==> config.mk <==
export PLATFORM = sky130hd
export DESIGN_NAME = clk_mode_seq
export DESIGN_NICKNAME = d
export VERILOG_FILES = /design/src/rtl/cms_pkg.sv /design/src/rtl/cms_cycle_timer.sv /design/src/rtl/cms_seq_fsm.sv /design/src/rtl/clk_mode_seq.sv
export SDC_FILE = /design/constraint.sdc
export NUM_CORES = 1
export LEC_CHECK = 0
export ABC_CLOCK_PERIOD_IN_PS = 1800
export BUFFER_PORTS_ARGS = -buffer_cell sky130_fd_sc_hd__buf_2
export CAP_MARGIN = 20
export CELL_PAD_IN_SITES_DETAIL_PLACEMENT = 0
export CELL_PAD_IN_SITES_GLOBAL_PLACEMENT = 1
export CORE_UTILIZATION = 28
export DETAILED_ROUTE_END_ITERATION = 7
export HOLD_SLACK_MARGIN = 0.03
export MAX_ROUTING_LAYER = met4
export PLACE_DENSITY = 0.85
export REMOVE_ABC_BUFFERS = 1
export SLEW_MARGIN = 40
export SYNTH_ARGS = -nofsm -noshare
export SYNTH_HDL_FRONTEND = slang
export SYNTH_SLANG_ARGS = --single-unit
==> constraint.sdc <==
create_clock -name clk -period 1.8 [get_ports clk]
set_input_delay 0.09 -clock clk [delete_from_list [all_inputs] [get_ports clk]]
set_output_delay 0.09 -clock clk [all_outputs]
set_load 0.05 [all_outputs]
==> src/rtl/cms_pkg.sv <==
package cms_pkg;
  localparam int REG_W     = 32;
  localparam int MODE_W    = 4;
  localparam int MODE_LSB  = 24;
  localparam int SW_EN_BIT = 31;

  localparam int NUM_ST      = 10;
  localparam int I_IDLE      = 0;
  localparam int I_IRQ_OFF   = 1;
  localparam int I_SR_REQ    = 2;
  localparam int I_SR_WAIT   = 3;
  localparam int I_SET_MODE  = 4;
  localparam int I_SWITCH    = 5;
  localparam int I_SETTLE    = 6;
  localparam int I_SR_EXIT   = 7;
  localparam int I_EXIT_WAIT = 8;
  localparam int I_RESTORE   = 9;

  typedef logic [NUM_ST-1:0] seq_state_t;

  // Place the target mode in its field of the mode register word.
  function automatic logic [REG_W-1:0] mode_word(input logic [MODE_W-1:0] m);
    logic [REG_W-1:0] w;
    w = '0;
    w[MODE_LSB +: MODE_W] = m;
    return w;
  endfunction

  // Keep every clock-control field and raise the switch-enable bit.
  function automatic logic [REG_W-1:0] ctl_word(input logic [REG_W-1:0] cur);
    logic [REG_W-1:0] w;
    w = cur;
    w[SW_EN_BIT] = 1'b1;
    return w;
  endfunction
endpackage

==> src/rtl/cms_cycle_timer.sv <==
module cms_cycle_timer #(
  parameter int LIMIT = 256
) (
  input  logic clk,
  input  logic rst_n,
  input  logic clr_i,
  input  logic en_i,
  output logic hit_o
);
  localparam int CW = $clog2(LIMIT + 1);
  localparam logic [CW-1:0] LAST = CW'(LIMIT - 1);

  logic [CW-1:0] cnt_q;

  assign hit_o = en_i && (cnt_q == LAST);

  always_ff @(posedge clk) begin
    if (!rst_n)                cnt_q <= '0;
    else if (clr_i)            cnt_q <= '0;
    else if (en_i && !hit_o)   cnt_q <= cnt_q + 1'b1;
  end


  cnt_bound_chk: assert property (@(posedge clk) disable iff (!rst_n)
    cnt_q <= LAST);
endmodule

==> src/rtl/cms_seq_fsm.sv <==
module cms_seq_fsm
  import cms_pkg::*;
(
  input  logic              clk,
  input  logic              rst_n,
  input  logic              req_i,
  input  logic [MODE_W-1:0] mode_i,
  input  logic              irq_en_i,
  input  logic              sr_ack_i,
  input  logic              settle_hit_i,
  input  logic              ack_tmo_i,
  output seq_state_t        state_o,
  output logic [MODE_W-1:0] mode_q_o,
  output logic              irq_saved_o,
  output logic              err_o
);
  seq_state_t st_q, st_d;
  logic       accept;
  logic       entry_tmo;
  logic       exit_tmo;
  logic [MODE_W-1:0] mode_q;
  logic       irq_saved_q;
  logic       err_q;

  assign accept    = st_q[I_IDLE] && req_i;
  assign entry_tmo = st_q[I_SR_WAIT] && !sr_ack_i && ack_tmo_i;
  assign exit_tmo  = st_q[I_EXIT_WAIT] && sr_ack_i && ack_tmo_i;

  always_comb begin
    st_d = '0;
    unique case (1'b1)
      st_q[I_IDLE]:      if (req_i) st_d[I_IRQ_OFF] = 1'b1;
                         else       st_d[I_IDLE]    = 1'b1;
      st_q[I_IRQ_OFF]:   st_d[I_SR_REQ] = 1'b1;
      st_q[I_SR_REQ]:    st_d[I_SR_WAIT] = 1'b1;
      st_q[I_SR_WAIT]:   if (sr_ack_i)       st_d[I_SET_MODE] = 1'b1;
                         else if (ack_tmo_i) st_d[I_SR_EXIT]  = 1'b1;
                         else                st_d[I_SR_WAIT]  = 1'b1;
      st_q[I_SET_MODE]:  st_d[I_SWITCH] = 1'b1;
      st_q[I_SWITCH]:    st_d[I_SETTLE] = 1'b1;
      st_q[I_SETTLE]:    if (settle_hit_i) st_d[I_SR_EXIT] = 1'b1;
                         else              st_d[I_SETTLE]  = 1'b1;
      st_q[I_SR_EXIT]:   st_d[I_EXIT_WAIT] = 1'b1;
      st_q[I_EXIT_WAIT]: if (!sr_ack_i || ack_tmo_i) st_d[I_RESTORE]   = 1'b1;
                         else                        st_d[I_EXIT_WAIT] = 1'b1;
      st_q[I_RESTORE]:   st_d[I_IDLE] = 1'b1;
      default:           st_d[I_IDLE] = 1'b1;
    endcase
  end

  always_ff @(posedge clk) begin
    if (!rst_n) begin
      st_q        <= seq_state_t'(1) << I_IDLE;
      mode_q      <= '0;
      irq_saved_q <= 1'b0;
      err_q       <= 1'b0;
    end else begin
      st_q <= st_d;
      if (accept) begin
        mode_q      <= mode_i;
        irq_saved_q <= irq_en_i;
      end
      if (entry_tmo || exit_tmo) err_q <= 1'b1;
    end
  end

  assign state_o     = st_q;
  assign mode_q_o    = mode_q;
  assign irq_saved_o = irq_saved_q;
  assign err_o       = err_q;


  onehot_state_chk: assert property (@(posedge clk) disable iff (!rst_n)
    $countones(st_q) == 1);


  mode_hold_chk: assert property (@(posedge clk) disable iff (!rst_n)
    !st_q[I_IDLE] |=> $stable(mode_q));


  err_sticky_chk: assert property (@(posedge clk) disable iff (!rst_n)
    err_q |=> err_q);
endmodule

==> src/rtl/clk_mode_seq.sv <==
module clk_mode_seq
  import cms_pkg::*;
#(
  parameter int SETTLE_CYCLES = 256,
  parameter int ACK_TIMEOUT   = 1024
) (
  input  logic        clk,
  input  logic        rst_n,
  input  logic        req_i,
  input  logic [3:0]  req_mode_i,
  output logic        done_o,
  output logic        err_o,
  input  logic        irq_en_i,
  output logic        irq_en_o,
  output logic        sr_req_o,
  input  logic        sr_ack_i,
  output logic        mode_we_o,
  output logic [31:0] mode_wdata_o,
  input  logic [31:0] ctl_cur_i,
  output logic        ctl_we_o,
  output logic [31:0] ctl_wdata_o
);
  seq_state_t        st;
  logic [MODE_W-1:0] mode_q;
  logic              irq_saved;
  logic              settle_done;
  logic              ack_tmo;
  logic              ack_clr, ack_run;
  logic              settle_clr, settle_run;

  cms_seq_fsm u_fsm (
    .clk          (clk),
    .rst_n        (rst_n),
    .req_i        (req_i),
    .mode_i       (req_mode_i),
    .irq_en_i     (irq_en_i),
    .sr_ack_i     (sr_ack_i),
    .settle_hit_i (settle_done),
    .ack_tmo_i    (ack_tmo),
    .state_o      (st),
    .mode_q_o     (mode_q),
    .irq_saved_o  (irq_saved),
    .err_o        (err_o)
  );

  assign ack_clr    = st[I_SR_REQ] || st[I_SR_EXIT];
  assign ack_run    = st[I_SR_WAIT] || st[I_EXIT_WAIT];
  assign settle_clr = st[I_SWITCH];
  assign settle_run = st[I_SETTLE];

  cms_cycle_timer #(.LIMIT(ACK_TIMEOUT)) u_ack_tmr (
    .clk   (clk),
    .rst_n (rst_n),
    .clr_i (ack_clr),
    .en_i  (ack_run),
    .hit_o (ack_tmo)
  );

  cms_cycle_timer #(.LIMIT(SETTLE_CYCLES)) u_settle_tmr (
    .clk   (clk),
    .rst_n (rst_n),
    .clr_i (settle_clr),
    .en_i  (settle_run),
    .hit_o (settle_done)
  );

  assign sr_req_o     = st[I_SR_REQ] || st[I_SR_WAIT] || st[I_SET_MODE] ||
                        st[I_SWITCH] || st[I_SETTLE];
  assign mode_we_o    = st[I_SET_MODE];
  assign mode_wdata_o = mode_word(mode_q);
  assign ctl_we_o     = st[I_SWITCH];
  assign ctl_wdata_o  = ctl_word(ctl_cur_i);
  assign done_o       = st[I_RESTORE];
  assign irq_en_o     = st[I_IDLE]    ? irq_en_i  :
                        st[I_RESTORE] ? irq_saved : 1'b0;


  irq_gate_chk: assert property (@(posedge clk) disable iff (!rst_n)
    sr_req_o |-> !irq_en_o);


  ack_before_mode_chk: assert property (@(posedge clk) disable iff (!rst_n)
    mode_we_o |-> $past(sr_ack_i) && $past(sr_req_o));


  sw_pulse_chk: assert property (@(posedge clk) disable iff (!rst_n)
    ctl_we_o |=> !ctl_we_o);


  sw_after_mode_chk: assert property (@(posedge clk) disable iff (!rst_n)
    ctl_we_o |-> $past(mode_we_o));


  release_timing_chk: assert property (@(posedge clk) disable iff (!rst_n)
    $fell(sr_req_o) |-> ($past(settle_done) || err_o));


  done_pulse_chk: assert property (@(posedge clk) disable iff (!rst_n)
    done_o |=> !done_o);


  done_after_exit_chk: assert property (@(posedge clk) disable iff (!rst_n)
    (done_o && !err_o) |-> !sr_ack_i);
endmodule

# After elaboration in Yosys (flattened, before gate mapping)
# Index checks and enable logic that the tools add are counted.
[word_totals] register_bits=36 elab_cells=60
[op_classes] add_sub_neg=2 eq_ne=2 n_mux=20 bitwise=1 n_reduce_logical=26
[op_table] op="two-way mux 1 bit" count=15
[op_table] op="adder 11 x 1 -> 11 bit, second input constant" count=1
[op_table] op="== test 11 x 10 -> 1 bit, second input constant" count=1
[op_table] op="one-hot mux 1 bit (2 select lines)" count=5
[op_table] op="adder 9 x 1 -> 9 bit, second input constant" count=1
[op_table] op="== test 9 x 8 -> 1 bit, second input constant" count=1
[op_table] op="logical AND 1 bit" count=9
[op_table] op="logical OR 1 bit" count=8
[op_table] op="OR reduction 8 bit" count=1
[op_table] op="AND reduction 2 bit" count=3
[op_table] op="OR reduction 2 bit" count=2
[op_table] op="logical NOT 1 bit" count=3
[op_table] op="NOT 1 bit" count=1

# Logic depth before layout (Yosys ltp)
[depth] ltp_word=5 mapped_depth=9

# By module
# Synthesis repeated with hierarchy kept, for this count alone.
[hier_totals] cells_unflattened=259 area_unflattened_um2=2199.6
[modules_own_cells] module="cms_cycle_timer at u_ack_tmr" n_inst=1 cells_per_inst=77 area_per_inst_um2=673.1
[modules_own_cells] module="cms_seq_fsm" n_inst=1 cells_per_inst=62 area_per_inst_um2=594.3
[modules_own_cells] module="clk_mode_seq" n_inst=1 cells_per_inst=70 area_per_inst_um2=495.5
[modules_own_cells] module="cms_cycle_timer at u_settle_tmr" n_inst=1 cells_per_inst=50 area_per_inst_um2=436.7

# Least setup slack after synthesis
# Ideal clock, no wire load.
[synth_path] kind="flip-flop to output port" from="register u_fsm.st_q[9] (netlist: u_fsm.state_o[9])" to="output irq_en_o" arrival_ns=1.803 path_slack_ns=-0.093 stages_incl_launch_ff=3 n_path_buf=0 path_cell_list="dfxtp_1 nand2_1 o21ai_0"
[synth_via] elab_chain_len=2
[synth_rtl] element="start, declared" line_no="cms_seq_fsm.sv:17" rtl="seq_state_t st_q, st_d;"
[synth_rtl] element="start signal, assigned" line_no="cms_seq_fsm.sv:53" rtl="st_q <= seq_state_t'(1) << I_IDLE;"
[synth_rtl] element="start signal, assigned" line_no="cms_seq_fsm.sv:58" rtl="st_q <= st_d;"
[synth_rtl] element="two-way mux 1 bit" line_no="clk_mode_seq.sv:75" rtl="st[I_RESTORE] ? irq_saved : 1'b0;"
[synth_rtl] element="two-way mux 1 bit" line_no="clk_mode_seq.sv:74" rtl="assign irq_en_o = st[I_IDLE] ? irq_en_i :"
[synth_rtl] element="end, declared" line_no="clk_mode_seq.sv:14" rtl="output logic irq_en_o,"
# No other way between the ends.

# Worst setup path in the final report
[layout_path] from="register u_settle_tmr.cnt_q[1]" to="register u_settle_tmr.cnt_q[8]"
[layout_via] elab_chain_len=4
[layout_rtl] element="start, declared" line_no="cms_cycle_timer.sv:13" rtl="logic [CW-1:0] cnt_q;"
[layout_rtl] element="start signal, assigned" line_no="cms_cycle_timer.sv:20" rtl="else if (en_i && !hit_o) cnt_q <= cnt_q + 1'b1;"
[layout_rtl] element="branches (longest 4 deep; another with adder 9 x 1 -> 9 bit)"
# Parallel ways; which one is timed is not known.
# A chain may end at the register's enable or synchronous reset.

==> results.sh <==
export IMPL_antenna_found_initial=0
export IMPL_vias=1464
export IMPL_synth_cell_types=44
export IMPL_ys_warn_count=0
export IMPL_grt_use_met3_pct=9.57
export IMPL_synth_mux_area_share_pct=0.493
export IMPL_synthSimpleGateAreaFrac_pct=21.7
export IMPL_crit_chain="ha_2, and3_4, and3_4, ha_4, nor2b_4, buf_6, buf_4, buf_4, a211oi_1"
export IMPL_grtUsageTotal_pct=12.9
export IMPL_drt_iter0_markers=75
export IMPL_clock_path_buffers=2
export IMPL_layout_min_cycle_time_ns=1.73
export IMPL_grt_max_degree=20
export IMPL_combPwrFrac_pct=14.8
export IMPL_drive_gt1_share_pct=22.8
export IMPL_drv_cap=0
export IMPL_synth_fa_ha_area_share_pct=1.85
export IMPL_path_delay_family="simple AND/OR/NAND/NOR gates"
export IMPL_synthTopCellsByArea="dfxtp_1 (35%), buf_4 (22%), nand2_1 (3.7%), nor2_1 (3.5%), xor2_1 (3.5%)"
export IMPL_slew_violations=0
export IMPL_ctsHtreeMaxLevel=2
export IMPL_arrival_ns=1.94
export IMPL_avgSynthCellArea_um2=8.75
export IMPL_cts_tree="yes"
export IMPL_cts_made_buffers=5
export IMPL_cp_start_kind="register"
export IMPL_cp_end_kind="register"
export IMPL_final_hold_viol_count=0
export IMPL_drtPass1Iterations=4
export IMPL_dieArea_um2=7600
export IMPL_tns_ns=0
export IMPL_clkSinkCount=36
export IMPL_nFillCells=770
export IMPL_place_hpwl_mm=3.29
export IMPL_synth_compound_area_share_pct=11.5
export IMPL_p_per_area_nw_per_um2=800
export IMPL_grtUsageMet2_pct=15.5
export IMPL_die_x_um=87.2
export IMPL_hold_depth=3
export IMPL_grt_overflow_total=0
export IMPL_fin_crit_sh_pct=96.4
export IMPL_drt_wirelength_per_cell_um=13.5
export IMPL_internal_power_mw=1.19
export IMPL_root_buffer="clkbuf_8"
export IMPL_fin_hold_ws_ns=0.0512
export IMPL_multiInputGateArea_um2=961
export IMPL_critPathMaxFanout=5
export IMPL_crit_slowest_cell="dfxtp_1"
export IMPL_synth_seq_cells=36
export IMPL_start_util_pct=29.4
export IMPL_clock_latency_ns=0.28
export IMPL_peakVddDrop_mv=0.283
export IMPL_syn_inst=232
export IMPL_cts_clk_slew_worst_paths_ns=0.07
export IMPL_drc_errors=0
export IMPL_grt_pass1_vias=1309
export IMPL_p_seq_share_pct=48.9
export IMPL_coreArea_um2=6910
export IMPL_reg2regPathDepth=9
export IMPL_crit_required_ns=2.00
export IMPL_sw_frac_of_total_pct=29.3
export IMPL_cpPeakStageDelay_ns=0.35
export IMPL_busiest_layer="met1"
export IMPL_vias_per_cell=4.46
export IMPL_area_growth_syn_to_layout_pct=3.70
export IMPL_worst_path_stages=9
export IMPL_synth_xor_area_share_pct=4.74
export IMPL_synth_top_family_by_area="buffers and inverters"
export IMPL_finalNetCount=276
export IMPL_synth_top_area_share_pct=35.5
export IMPL_ys_seq_area_share_pct=35.5
export IMPL_finClkSkew_ns=0.00345
export IMPL_syn_area_um2=2030
export IMPL_leakage_nw=0.919
export IMPL_place_congestion=0.806
export IMPL_regArea_um2=722
export IMPL_setup_viol=0
export IMPL_ant_nets=0
export IMPL_power_switching_mw=0.493
export IMPL_grt_pass1_wl_mm=6.98
export IMPL_use_met1_pct=15.9
export IMPL_pwr_share_clk_pct=36.3
export IMPL_fp_row_count=30
export IMPL_drt_total_wl_mm=4.42
export IMPL_min_path_type="input pin to register"
export IMPL_place_port_buffers=18
export IMPL_yosys_area_top_type="dfxtp_1"
export IMPL_clock_fmax_mhz=577
export IMPL_die_height_um=87.2
export IMPL_diodes=0
export IMPL_path_class="register to register"
export IMPL_crit_buf_inv=3
export IMPL_status="completed"
export IMPL_io_pins=111
[registers in the layout, indices dropped and copies added (netlist names)]
register            cells
u_ack_tmr.cnt_q        11
u_fsm.state_o          10
u_settle_tmr.cnt_q      9
u_fsm.mode_q_o          4
u_fsm.err_o             1
u_fsm.irq_saved_o       1
[kinds of logic after synthesis]
group / after synthesis
compound gates: 30
xor+xnor: 11
fa+ha+maj: 3
buf+inv: 68
flops: 36
mux: 1
other cells: 2
simple gates: 81
[Yosys cell counts (all sizes together)]
cell	count
o311ai	1
clkbuf	4
inv	2
nor2	19
or2	1
o21a	4
nand3	9
nor3b	2
nand2b	1
nor2b	1
and3b	1
nand4	6
and3	8
a211oi	2
nand2	20
o211ai	2
a21oi	4
nand3b	1
o31ai	2
or4	3
buf	62
or2b	1
o221ai	1
and2	3
a311oi	1
or3	2
mux2i	1
a31oi	2
nor3	3
a41o	1
xnor2	3
o21ai	5
a21boi	5
conb	2
xor2	8
dfxtp	36
ha	3
[worst paths after layout]
path / slack, ns / start / endpoint
max: 0.07 / u_settle_tmr.cnt_q[1]$_SDFFE_PP0P_ / u_settle_tmr.cnt_q[8]$_SDFFE_PP0P_
min: 0.05 / req_mode_i[2] / u_fsm.mode_q_o[2]$_SDFFE_PN0P_
max reg2reg: 0.07 / u_settle_tmr.cnt_q[1]$_SDFFE_PP0P_ / u_settle_tmr.cnt_q[8]$_SDFFE_PP0P_
min reg2reg: 0.45 / u_fsm.mode_q_o[0]$_SDFFE_PN0P_ / u_fsm.mode_q_o[0]$_SDFFE_PN0P_
[worst reg2reg max path, cell delays in order, from the launching register on]
cell	delay [ns]
dfxtp_1	0.35
ha_2	0.19
and3_4	0.17
and3_4	0.19
ha_4	0.14
nor2b_4	0.04
buf_6	0.12
buf_4	0.13
buf_4	0.12
a211oi_1	0.21
[area by class of cell]
type                            count  area share [%]
Timing Repair Buffer               32            9.45
Inverter                            2           0.357
Multi-Input combinational cell    155            45.6
Clock buffer                        7            4.58
Sequential cell                    36            34.3
Tap cell                           96            5.70
[power groups by stage]
| stage | registers, mW | clock network, mW | logic (mW) |
|---|---|---|---|
| finish | 0.824 | 0.611 | 0.250 |
| global route | 0.825 | 0.667 | 0.266 |
| CTS | 0.824 | 0.632 | 0.248 |
| detailed placement | 0.842 | 0 | 0.247 |
| global placement | 0.841 | 0 | 0.246 |
| floorplan | 0.860 | 0 | 0.182 |
[through the flow]
stage	setup WS [ns]	instance area (um^2)	cells	power [mW]	util, %
2_1_floorplan	-0.231	1660	193	1.04	-
3_3_place_gp	0.0368	1930	315	1.09	27.9
3_5_place_dp	-0.0127	1930	315	1.09	27.9
4_1_cts	-0.00813	2040	324	1.70	29.5
5_1_grt	-0.0271	2110	328	1.76	30.5
6_report	0.0655	2110	328	1.68	30.5
[what timing repair did]
action | 4_1_cts | 5_1_grt
endpoints found under the setup margin | 4 | 8
pin swaps | 0 | 2
setup buffers | 2 | 2
gates cloned | 0 | 1
hold buffers | 0 | 1
gates resized for setup | 1 | 9
endpoints found under the hold margin | 0 | 1
[layout by cell type (no fill, tap or decap), types with 2 or more instances in the layout]
cell type  instances
xor2_1             8
dfxtp_1           35
and3_1             6
and3_4             2
a211oi_1           2
and2_1             3
clkbuf_8           7
inv_1              2
nand2_1           20
nand3_2            2
nor2_1            19
a31oi_1            2
conb_1            29
o211ai_1           2
xnor2_1            3
o21a_1             4
a21boi_1           4
o21ai_0            3
or4_1              3
buf_4             11
nor3_1             3
buf_2             19
nand4_1            5
or3_1              2
o21ai_1            2
nand3_1            7
a21oi_1            4
[layer usage]
metal	wire length, um	part of all wire [%]	up-vias
met5	0	0	-
met4	68	1.5	0
met3	530	12	6
met2	1640	37	72
met1	2190	49	690
li1	-	-	696
(Power assumes the default switching activity.)
